### src/rtl/cfgb_pkg.sv
// Package: shared constants for the configuration bus command bridge.
// Assumes 32-bit host registers decoded by byte offset.
package cfgb_pkg;
    localparam int unsigned WORD_W    = 32;
    localparam int unsigned START_BIT = 31;
    localparam int unsigned WRITE_BIT = 30;
    localparam int unsigned OFF_DATA  = 32'h0A0;
    localparam int unsigned OFF_CMD   = 32'h0A4;
    localparam int unsigned OFF_STAT  = 32'h0A8;
    localparam logic [WORD_W-1:0] RSVD_MASK = 32'h000C_0000;
    localparam logic [1:0] ST_DONE = 2'b01;
    localparam logic [1:0] ST_FAIL = 2'b10;
endpackage

### src/rtl/cfgb_regs.sv
// Module: host-visible register file of the bridge (data, command, status).
// Assumes the sequencer reports the outcome through a single-cycle 'finish' pulse
// that is only raised while the launch bit is set.
module cfgb_regs #(
    parameter int unsigned ADDR_W = 12
) (
    input  logic              clk,
    input  logic              rst_n,
    input  logic              host_sel,
    input  logic              host_we,
    input  logic [ADDR_W-1:0] host_addr,
    input  logic [31:0]       host_wdata,
    output logic [31:0]       host_rdata,
    input  logic              finish,
    input  logic              finish_err,
    input  logic [31:0]       rsp_rdata,
    output logic              launch,
    output logic              busy,
    output logic [31:0]       cmd_word,
    output logic [31:0]       data_word
);
    import cfgb_pkg::*;

    logic [31:0] cmd_q, data_q;
    logic [1:0]  stat_q;
    logic        wr_cmd, wr_data, wr_stat;

    // Decode host writes by byte offset.
    always_comb begin
        wr_cmd  = host_sel && host_we && (host_addr == ADDR_W'(OFF_CMD));
        wr_data = host_sel && host_we && (host_addr == ADDR_W'(OFF_DATA));
        wr_stat = host_sel && host_we && (host_addr == ADDR_W'(OFF_STAT));
    end

    assign busy      = cmd_q[START_BIT];
    assign launch    = wr_cmd && host_wdata[START_BIT] && !busy;
    assign cmd_word  = cmd_q;
    assign data_word = data_q;

    // Command register: accepted only when idle, launch bit dropped on finish.
    always_ff @(posedge clk) begin
        if (!rst_n)
            cmd_q <= '0;
        else if (wr_cmd && !busy)
            cmd_q <= host_wdata & ~RSVD_MASK;
        else if (finish)
            cmd_q[START_BIT] <= 1'b0;
    end

    // Data register: read result capture, or host load when idle.
    always_ff @(posedge clk) begin
        if (!rst_n)
            data_q <= '0;
        else if (finish && !finish_err && !cmd_q[WRITE_BIT])
            data_q <= rsp_rdata;
        else if (wr_data && !busy)
            data_q <= host_wdata;
    end

    // Status register: outcome on finish, cleared by launch or any host write.
    always_ff @(posedge clk) begin
        if (!rst_n)
            stat_q <= '0;
        else if (finish)
            stat_q <= finish_err ? ST_FAIL : ST_DONE;
        else if (launch || wr_stat)
            stat_q <= '0;
    end

    // Read-back multiplexer.
    always_comb begin
        host_rdata = '0;
        if (host_addr == ADDR_W'(OFF_DATA))      host_rdata = data_q;
        else if (host_addr == ADDR_W'(OFF_CMD))  host_rdata = cmd_q;
        else if (host_addr == ADDR_W'(OFF_STAT)) host_rdata = {30'd0, stat_q};
    end

    AST_STATUS_QUIET_WHILE_BUSY: assert property (@(posedge clk) disable iff (!rst_n)
        busy |-> stat_q == 2'b00);
    AST_BUSY_CMD_FROZEN: assert property (@(posedge clk) disable iff (!rst_n)
        (busy && wr_cmd && !finish) |=> cmd_q == $past(cmd_q));
    AST_START_DROP_FLAGS: assert property (@(posedge clk) disable iff (!rst_n)
        $fell(cmd_q[START_BIT]) |-> stat_q != 2'b00);
endmodule

### src/rtl/cfgb_seq.sv
// Module: transaction sequencer. Emits the request strobe, waits for the
// response and aborts after TIMEOUT_CYC outstanding cycles.
// Assumes 'launch' is only raised while idle.
module cfgb_seq #(
    parameter int unsigned TIMEOUT_CYC = 1024
) (
    input  logic clk,
    input  logic rst_n,
    input  logic launch,
    input  logic busy,
    input  logic rsp_valid,
    input  logic rsp_err,
    output logic req_valid,
    output logic finish,
    output logic finish_err
);
    localparam int unsigned CNT_W = $clog2(TIMEOUT_CYC) + 1;

    logic             req_q;
    logic [CNT_W-1:0] wait_cnt;
    logic             expired;

    assign expired    = busy && !rsp_valid && (wait_cnt == CNT_W'(TIMEOUT_CYC - 1));
    assign finish     = busy && (rsp_valid || expired);
    assign finish_err = expired || rsp_err;
    assign req_valid  = req_q;

    // Request strobe: one cycle after the launching write.
    always_ff @(posedge clk) begin
        if (!rst_n) req_q <= 1'b0;
        else        req_q <= launch;
    end

    // Outstanding-cycle counter for the timeout.
    always_ff @(posedge clk) begin
        if (!rst_n || launch)
            wait_cnt <= '0;
        else if (busy && !finish)
            wait_cnt <= wait_cnt + 1'b1;
    end

    AST_REQ_SINGLE: assert property (@(posedge clk) disable iff (!rst_n)
        req_q |=> !req_q);
    AST_TMO_BOUND: assert property (@(posedge clk) disable iff (!rst_n)
        busy |-> wait_cnt < CNT_W'(TIMEOUT_CYC));
endmodule

### src/rtl/cfg_cmd_bridge.sv
// Module: top of the configuration bus command bridge. Joins the register
// file and sequencer and splits the command word into downstream fields.
// Assumes one outstanding transaction at a time.
module cfg_cmd_bridge #(
    parameter int unsigned ADDR_W      = 12,
    parameter int unsigned TIMEOUT_CYC = 1024
) (
    input  logic              clk,
    input  logic              rst_n,
    input  logic              host_sel,
    input  logic              host_we,
    input  logic [ADDR_W-1:0] host_addr,
    input  logic [31:0]       host_wdata,
    output logic [31:0]       host_rdata,
    output logic              dn_req_valid,
    output logic              dn_req_write,
    output logic [3:0]        dn_ctrl,
    output logic [5:0]        dn_func,
    output logic [1:0]        dn_site,
    output logic [3:0]        dn_pos,
    output logic [11:0]       dn_dev,
    output logic [31:0]       dn_wdata,
    input  logic              dn_rsp_valid,
    input  logic              dn_rsp_err,
    input  logic [31:0]       dn_rsp_rdata
);
    logic        launch, busy, finish, finish_err;
    logic [31:0] cmd_word, data_word;

    cfgb_regs #(.ADDR_W(ADDR_W)) u_regs (
        .clk(clk), .rst_n(rst_n), .host_sel(host_sel), .host_we(host_we),
        .host_addr(host_addr), .host_wdata(host_wdata), .host_rdata(host_rdata),
        .finish(finish), .finish_err(finish_err), .rsp_rdata(dn_rsp_rdata),
        .launch(launch), .busy(busy), .cmd_word(cmd_word), .data_word(data_word)
    );

    cfgb_seq #(.TIMEOUT_CYC(TIMEOUT_CYC)) u_seq (
        .clk(clk), .rst_n(rst_n), .launch(launch), .busy(busy),
        .rsp_valid(dn_rsp_valid), .rsp_err(dn_rsp_err),
        .req_valid(dn_req_valid), .finish(finish), .finish_err(finish_err)
    );

    // Field split of the held command word.
    always_comb begin
        dn_req_write = cmd_word[30];
        dn_ctrl      = cmd_word[29:26];
        dn_func      = cmd_word[25:20];
        dn_site      = cmd_word[17:16];
        dn_pos       = cmd_word[15:12];
        dn_dev       = cmd_word[11:0];
        dn_wdata     = data_word;
    end

    AST_REQ_WHILE_BUSY: assert property (@(posedge clk) disable iff (!rst_n)
        dn_req_valid |-> busy);
endmodule

### config.mk
export PLATFORM = sky130hd
export DESIGN_NAME = cfg_cmd_bridge
export DESIGN_NICKNAME = d
export VERILOG_FILES = /design/src/rtl/cfgb_pkg.sv /design/src/rtl/cfgb_regs.sv /design/src/rtl/cfgb_seq.sv /design/src/rtl/cfg_cmd_bridge.sv
export SDC_FILE = /design/constraint.sdc
export NUM_CORES = 1
export LEC_CHECK = 0
export BUFFER_PORTS_ARGS = -buffer_cell sky130_fd_sc_hd__buf_2
export CELL_PAD_IN_SITES_DETAIL_PLACEMENT = 2
export CELL_PAD_IN_SITES_GLOBAL_PLACEMENT = 2
export CORE_MARGIN = 1.5
export CORE_UTILIZATION = 27
export DETAILED_ROUTE_END_ITERATION = 7
export PLACE_DENSITY = 0.91
export SYNTH_ARGS = -nofsm -noshare
export SYNTH_HDL_FRONTEND = slang
export SYNTH_SLANG_ARGS = --single-unit
### constraint.sdc
create_clock -name clk -period 3.2 [get_ports clk]
set_input_delay 0 -clock clk [delete_from_list [all_inputs] [get_ports clk]]
set_output_delay 0 -clock clk [all_outputs]
set_load 0.1 [all_outputs]
[Yosys cells after proc, flatten, opt, wreduce, memory -nomap -nowiden]
Index checks and enable logic that the tools add are counted.
Cells by class
  add/subtract/negate cells: 1
  equal/unequal tests: 4
  mux-type cells: 10
  reductions and logical operators: 27
Operators with widths (number)
  $mux 32: 4
  $eq 12x8->1 const B: 3
  $logic_and 1x1->1: 14
  $add 11x1->11 const B: 1
  $eq 11x10->1 const B: 1
  $mux 2: 4
  $logic_not 1->1: 6
  $reduce_bool 2->1: 3
  $logic_or 1x1->1: 4
  $mux 1: 2
Word-level totals
  register bits after elaboration: 76
  output and inout port bits: 94

[Logic depth before layout (Yosys ltp)]
Gate-level depths: netlist (run 1).
  word-level depth: 8
  mapped depth: 7
  gate-level depth less buffers: 5

[By module]
From an unflattened synthesis (run 1), not the netlist that was laid out.
Unflattened totals
  cells, all modules: 421
  area, all modules: 3754.9 sq um
By module, submodules not included
  cfgb_regs: instances 1, cells an instance 354, area an instance 3175.5 sq um, sequential area each 1281.2 sq um
  cfgb_seq: instances 1, cells an instance 67, area an instance 579.3 sq um, sequential area each 240.2 sq um

[Worst setup path after synthesis (run 1)]
No wires, ideal clock.
  kind: register to output
  from: register u_regs.cmd_q[0], in the netlist u_regs.cmd_word[0]
  to: output host_rdata[0]
  arrival: 2393 ps
  data required time: 3200 ps
  setup slack: 807 ps
  stages on the path, launching flop included: 3
  path buffers: 0
  cell sequence: dfxtp_1 > a2bb2oi_1 > nor2_1
Between the ends
  word-level cells in the longest chain between the ends: 2
Ends and longest elaborated chain
  from (decl): line cfgb_regs.sv:24  | logic [31:0] cmd_q, data_q;
  from (signal assigned): line cfgb_regs.sv:45  | cmd_q <= host_wdata & ~RSVD_MASK;
  $mux 32: line cfgb_regs.sv:74  | else if (host_addr == ADDR_W'(OFF_CMD)) host_rdata = cmd_q;
  $mux 32: line cfgb_regs.sv:73  | if (host_addr == ADDR_W'(OFF_DATA)) host_rdata = data_q;
  to (decl): line cfg_cmd_bridge.sv:14  | output logic [31:0] host_rdata,
No other way between the ends.

[Worst setup path after layout (run 1)]
  from: register u_regs.cmd_q[31], in the netlist u_regs.cmd_word[31]
  to: register u_regs.data_q[15], in the netlist u_regs.data_word[15]
Between the ends
  word-level cells in the longest chain between the ends: 7
  elaborated cells on any way between the ends: 12
  classes of those cells: mux (1); reduce/logical (11)
Ends and longest elaborated chain
  $logic_and 1x1->1 (2 in series): line cfgb_seq.sv:23  | assign expired = busy && !rsp_valid && (wait_cnt == CNT_W'(TIMEOUT_CYC - 1));
  $logic_or 1x1->1, on equally long branches: line cfgb_seq.sv:24, cfgb_seq.sv:25
  $logic_and 1x1->1 / $logic_not 1->1 (equally long branches): line cfgb_seq.sv:24, cfgb_regs.sv:54
  $logic_and 1x1->1 (2 in series): line cfgb_regs.sv:54  | else if (finish && !finish_err && !cmd_q[WRITE_BIT])
  $mux 32 / $reduce_bool 2->1 (equally long branches)
  to (signal assigned): line cfgb_regs.sv:55  | data_q <= rsp_rdata;
  to (signal assigned): line cfgb_regs.sv:57  | data_q <= host_wdata;
  to (decl): line cfgb_regs.sv:24
Parallel ways exist; a longest one is shown, timed or not.
A chain may end at the register's enable or synchronous reset.

==> results.md, run 1 <==
* Sum of negative setup slack at 0 ps
* Post-Route Hold Slack at slightly above 2 ps
* Class of the most critical hold timing path: in -> reg
* Maximum clock skew at final layout at about 6 ps
* R2R Setup Slk at between 300 and 400 ps
* Largest buffer count on any clock path at 2
* Achievable Freq at 348 MHz
* Count of mapped cells out of synthesis at 381
* Worst voltage drop across the vdd grid at approximately 0.28 mV
* Leading cell type in the layout, fill and taps excluded: buf_2
* CTS H-Tree Depth at 3
* Final global-route overflow total at 0
* RePlAce Congestion at slightly below 0.8
* Clk sinks at between 70 and 80
* Final count of pins violating max slew at 0
* Top cells by area in the synthesized netlist: dfxtp_1 44%, a221o_1 9.2%, a22o_1 7.0%, and2_1 6.3%, a21oi_1 5.8%
* Setup repair after global routing missed its margin: false
* Met1 layer wirelength in the final routing at 6260 um
* Synthesized area divided by synthesized cell count at between 9 and 10 um^2
* Kind of end point of the critical path: flip-flop
* Fraction of layout cells with a size suffix above 1 at 0.343
* Finish-stage setup viols at 0
* Wirelength per Cell at about 22 um
* DRT Pass-1 Iters at 4
* Time the final worst path needs with I/O delays and setup at roughly 2900 ps
* Final-report hold violation count at 0
* Count of max-cap constraint violations at 0
* Inserted Clock Buffers at 9
* Hold_sp: dn_rsp_rdata[14]
* Final clock period utilization by the worst path at 0.897
* Latest clock arrival within the worst-skew pair at 340 ps
* Placed cell area at about 4500 um^2
* Worst Setup Path Type: reg -> reg
* Cells on Worst Hold Path at 3
* Met2 routed wirelength at 9310 um
* CTS Root Cell: clkbuf_16
* Half-perimeter wire length after detailed placement at roughly 10000 um
* Post-Route WL at 16900 um
* Startpoint of the most critical register-to-register path: u_regs.cmd_word[31]
* Count of flip-flops with a built-in enable after synthesis at 0
* Flip-flop cell with the highest count after synthesis: dfxtp_1
* Register bit count reported by yosys at 76
* Share of synthesized flip-flops with an asynchronous set or reset at 0
* Number of core rows at 41
* Horizontal extent of the die at between 100 and 150 um
* Number of vias per cell after detailed routing at approximately 5.2
* Unique masters post-synth at 37
* Actual transition at the worst max-transition pin at 1120 ps
* Hold worst-path end: u_regs.data_word[14]
* IO Port Bufs at approximately 180
* Die height at 117 um
* Area added between synthesis and finish at 54.4%
* Number of top-level pins at approximately 180
* Vias at 4103
* Synth Warn # at 0
* Antenna-violating nets left at 0
* Areal power density over the cells at approximately 400 nW/um^2
* Routed length on met3 at 816 um
* Cell count of the worst reg-to-reg path at 4
* Final std cell area, no fill at around 5400 um^2
* Core Footprint at roughly 13000 um^2
* Library cell with the largest summed area after synthesis: dfxtp_1
* Critical Path Fanout Max at 32
* Initial DRC Count at 179
* Post-synthesis sequential area ratio at 0.437
* Number of gates given a new drive strength after cts at 0
* Most used cells in the layout excluding fill and tap cells: 175 x buf_2, 76 x dfxtp_1, 59 x dlygate4sd3_1, 40 x a21oi_1, 36 x nand3_1
* Startpoint class of the critical path: flip-flop
* Area enclosed by the die boundary at around 14000 um^2
* Clock-pin slew on the worst setup and hold paths at ~70 ps
* Arr. time, crit path at around 3200 ps
* Global-route wire length before repair at about 25000 um
* Number of global-route vias before repair at 4599
* Net count after synthesis at 464
* Worst Path Required at 3480 ps
* Synth top area share at 0.437
* Number of antenna violations at the first check in global routing at 1
* Initial standard-cell utilization of the core at 0.276
* Nets at slightly below 700
* Max Used Layer: met4
* Maximum number of pins on one net before global-route repair at 33
* Crit Reg-Reg Endpoint: u_regs.data_word[15]
* DRC viols at 0
* Post-synthesis cell area at approximately 3500 um^2
* CTS tree: done
* Status: finished clean
* Worst relative slew slack at 0.255
* Leakage power summed over all cells at between 2 and 3 nW
* All-Layer GR Usage at 0.248
-- layer usage --
layer  vias up  track usage
li1       1880            -
met1      2020        0.257
met2       162        0.485
met3        41       0.0462
met4         0        0.102
met5         -            0
-- synth_stat cells, types with 3 or more instances --
cell type   n
nand4_1     4
o31ai_1     8
o21ai_0     5
or4_1       7
and3_1      5
buf_2      11
buf_6       6
a22o_1     28
nand3_1    36
and2_1     35
buf_4       3
nor2_1      6
dfxtp_1    76
a221o_1    32
nor3_1      4
nor2b_1     3
nand2_1    35
clkbuf_1   14
a21oi_1    40
-- cell families after synthesis --
family                   synth area share
AND/OR/NAND/NOR                     0.237
AO/OA/AOI/OAI                       0.263
flip-flops                          0.437
buffers and inverters              0.0590
adder cells (fa/ha/maj)           0.00360
-- what timing repair did --
| item | 4_1_cts | 5_1_grt |
|---|---|---|
| hold buffers | 59 | 0 |
| endpoints found under the hold margin | 62 | 0 |
| buffers inserted | 0 | 0 |
-- report_power, final --
part / internal, W / switching, W / total (W) / leakage, nW
clock: 0.000624 / 0.000427 / 0.00105 / 0.144
sequential: 0.000946 / 0.0000000426 / 0.000946 / 0.612
combinational: 0.0000690 / 0.0000655 / 0.000135 / 1.75
total: 0.00164 / 0.000492 / 0.00213 / 2.50
-- sequential cells by signal, indices dropped and copies added, names as in the netlist --
register,count
u_regs.data_word,32
u_regs.cmd_word,30
u_seq.wait_cnt,11
u_regs.stat_q,2
u_seq.req_valid,1
-- worst max-delay path, stage by stage (launching register included) --
cell and delay [ps]:
dfxtp_1 440, and3b_1 480, a21oi_4 980, a221o_1 320
dlygate4sd3_1 570
-- stage by stage --
stage | worst slack, ps | std cells | util | total power (W)
2_1_floorplan | 807 | 381 | - | 0.000997
3_3_place_gp | 1170 | 706 | 0.355 | 0.00106
3_5_place_dp | 993 | 706 | 0.355 | 0.00107
4_1_cts | 463 | 781 | 0.426 | 0.00213
5_1_grt | 174 | 782 | 0.426 | 0.00221
6_report | 330 | 782 | 0.426 | 0.00213
-- worst max-delay path by stage --
stage | from | end | slack [ps] | depth (start not counted)
2_1_floorplan | u_regs.cmd_word[0] | host_rdata[0] | 810 | 2
3_3_place_gp | host_addr[9] | host_rdata[28] | 1170 | 6
3_5_place_dp | u_regs.cmd_word[31] | u_regs.data_word[13] | 990 | 3
4_1_cts | u_regs.cmd_word[31] | u_regs.data_word[23] | 460 | 4
5_1_grt | u_regs.cmd_word[31] | u_regs.data_word[15] | 170 | 4
6_report | u_regs.cmd_word[31] | u_regs.data_word[15] | 330 | 4
-- layout make-up --
type                    instances  area (um^2)
diodes                          1         2.50
clock buffers                  10          239
clock inverters                 6         63.8
fillers                      1390         7250
inverters                       2         7.51
multi-input cells             269         1770
flip-flops and latches         76         1520
well taps                     172          215
repair buffers                246         1560
Power figures use the tool's default switching activity.
==> run 2, diff against run 1 <==
Settings changed: BUFFER_PORTS_ARGS -buffer_cell sky130_fd_sc_hd__buf_2 to not set, CORE_UTILIZATION 27 to 37, DONT_BUFFER_PORTS set to 1, PLACE_DENSITY 0.91 to 0.89.
==> results.md, run 2 (synthesized netlist as in run 1, its figures left out) <==
* Final count of pins violating max slew at 0 (unchanged)
* Number of filler cells placed in the layout at 887 (-36%)
* Class of the most critical hold timing path: in -> reg
* Final clock period utilization by the worst path at 0.934 (+0.0369)
* Startpoint class of the critical path: input pin
* Worst slack after detailed placement at 989 ps (-3.67 ps)
* Critical path destination: u_regs.data_word[31]
* Cell count of the worst reg-to-reg path at 4 (unchanged)
* Number of global-route vias before repair at 4594 (-0.11%)
* CTS tree: done
* Half-perimeter wire length after detailed placement at 9650 um (-7.8%)
* Arr. time, crit path at 3250 ps (+100 ps)
* Leading cell type in the layout, fill and taps excluded: buf_4
* Number of antenna violations at the first check in global routing at 1 (unchanged)
* DRC viols at 0 (unchanged)
* Latest clock arrival within the worst-skew pair at 380 ps (+40 ps)
* Most used cells in the layout excluding fill and tap cells: 102 x buf_4, 76 x dfxtp_1, 70 x dlygate4sd3_1, 40 x a21oi_1, 36 x nand3_1
* Setup repair after global routing missed its margin: false
* Wirelength per Cell at 30.7 um (+42%)
* Count of max-cap constraint violations at 0 (unchanged)
* R2R Setup Slk at 230 ps (-100 ps)
* Share of power burned in combinational logic at 0.047 (-0.016)
* Power share of the clock group at 0.478 (-0.015)
* Nets at 613 (-11%)
* Leakage power summed over all cells at 2.18 nW (-13%)
* Clk sinks at 76 (unchanged)
* Horizontal extent of the die at 100 um (-14%)
* Initial standard-cell utilization of the core at 0.378 (+0.103)
* Largest buffer count on any clock path at 2 (unchanged)
* CTS H-Tree Depth at 3 (unchanged)
* Core Footprint at 9200 um^2 (-27%)
* Internal power at 0.00151 W (-7.9%)
* Final global-route overflow total at 0 (unchanged)
* Maximum number of pins on one net before global-route repair at 51 (+55%)
* Fraction of layout cells with a size suffix above 1 at 0.236 (-0.108)
* Hold_sp: dn_rsp_err
* Clock-pin slew on the worst setup and hold paths at 90 ps (+20 ps)
* CTS Root Cell: clkbuf_8
* Worst Setup Path Type: in -> reg
* Areal power density over the cells at 386 nW/um^2 (-2.7%)
* Post-Route WL at 19800 um (+17%)
* Switching share of power at 0.242 (+0.0110)
* Maximum clock skew at final layout at 11.5 ps (+5.65 ps)
* Sequential share of power at 0.474 (+0.030)
* Die height at 100 um (-14%)
* Kind of end point of the critical path: flip-flop
* Vias at 4134 (+0.76%)
* Post-route worst setup slack at 212 ps (-118 ps)
* Antenna-violating nets left at 0 (unchanged)
* Crit Reg-Reg Endpoint: u_regs.data_word[31]
* Sum of negative setup slack at 0 ps (unchanged)
* Critical Path Fanout Max at 32 (unchanged)
* Number of gates given a new drive strength after cts at 0 (unchanged)
* Finish-stage setup viols at 0 (unchanged)
* Startpoint of the most critical register-to-register path: u_regs.cmd_word[31]
* Actual transition at the worst max-transition pin at 1130 ps (+16.3 ps)
* Number of top-level pins at 176 (unchanged)
* Area of combinational cells with multiple inputs at 1770 um^2 (+0.28%)
* Final-report hold violation count at 0 (unchanged)
* Number of core rows at 35 (-15%)
* Achievable Freq at 335 MHz (-4.0%)
* RePlAce Congestion at 0.771 (-1.9%)
* Area enclosed by the die boundary at 10000 um^2 (-26%)
* Max FFs per register at 32 (unchanged)
* Net load switching power at 0.000482 W (-2.1%)
* Worst voltage drop across the vdd grid at 0.277 mV (+0.63%)
* Area added between synthesis and finish at 48.2%
* Global-route wire length before repair at 29200 um (+16%)
* Number of vias per cell after detailed routing at 6.39 (+22%)
* Worst Path Required at 3460 ps (-20 ps)
* All-Layer GR Usage at 0.397 (+0.149)
* Worst relative slew slack at 0.246 (-0.00918)
* IO Port Bufs at 0 (-100%)
* Critical Path Source: host_addr[10]
* DRT Pass-1 Iters at 5 (+1)
* Inserted Clock Buffers at 9 (unchanged)
* Status: finished clean
* Sequential cell area in the final layout at 1520 um^2 (unchanged)
* Time the final worst path needs with I/O delays and setup at 2990 ps (+118 ps)
* Initial DRC Count at 267 (+49%)
[run 2: cell count changes in the layout (fill, tap and decap cells not counted)]
cell	before	now
buf_2	175	0
buf_4	12	102
bufinv_16	1	3
clkbuf_16	9	0
clkbuf_8	1	9
clkinv_2	2	0
clkinv_4	1	4
clkinvlp_4	2	0
dlygate4sd3_1	59	70
nor2_1	6	4
nor2_2	0	2
[run 2: timing repair]
item,4_1_cts,5_1_grt
setup buffers,0,0
endpoints found under the setup margin,0,0
hold endpoints to repair,65,0
hold buffers,70,0
[run 2: how the worst min path moves through the flow]
stage / end / slack (ps) / depth (start not counted)
2_1_floorplan: u_regs.stat_q[1] / 120 / 2
3_3_place_gp: u_regs.stat_q[1] / 130 / 2
3_5_place_dp: u_regs.data_word[23] / 140 / 1
4_1_cts: u_regs.stat_q[0] / 0.6 / 2
5_1_grt: u_regs.stat_q[0] / 10 / 2
6_report: u_regs.stat_q[0] / 10 / 2
[run 2: stage by stage]
stage	std cells	hold WS [ps]	utilization	cell area, um^2	power (W)
floorplan	381	116	-	3480	0.000997
global placement	560	126	0.457	4210	0.00100
detailed placement	560	142	0.457	4210	0.00101
CTS	646	0.571	0.561	5150	0.00195
global route	647	11.6	0.561	5160	0.00204
finish	647	10.2	0.561	5160	0.00199
[run 2: layer usage]
metal	share of wire	GRT usage	wire, um
met1	0.37	0.432	7340
met2	0.52	0.727	10300
met3	0.065	0.0961	1290
met4	0.044	0.176	871
met5	0	0	0
[run 2: layout make-up]
cell class                      count  area share
Timing Repair Buffer              172       0.284
Sequential cell                    76       0.295
Antenna cell                        1    0.000485
Clock buffer                        9      0.0240
Tap cell                          111      0.0269
Multi-Input combinational cell    269       0.344
Inverter                            2     0.00146
Clock inverter                      7      0.0243
[run 2: power by group through the flow]
stage	combinational [W]	sequential (W)	clock, W
floorplan	0.0000296	0.000967	0
global placement	0.0000356	0.000967	0
detailed placement	0.0000381	0.000967	0
CTS	0.0000873	0.000945	0.000923
global route	0.0000961	0.000945	0.00100
finish	0.0000939	0.000945	0.000953
[run 2: critical path, stage by stage]
cell	delay, ps
dlygate4sd3_1	570
nor4_4	290
and4b_1	810
a21oi_4	430
a221o_1	490
dlygate4sd3_1	620
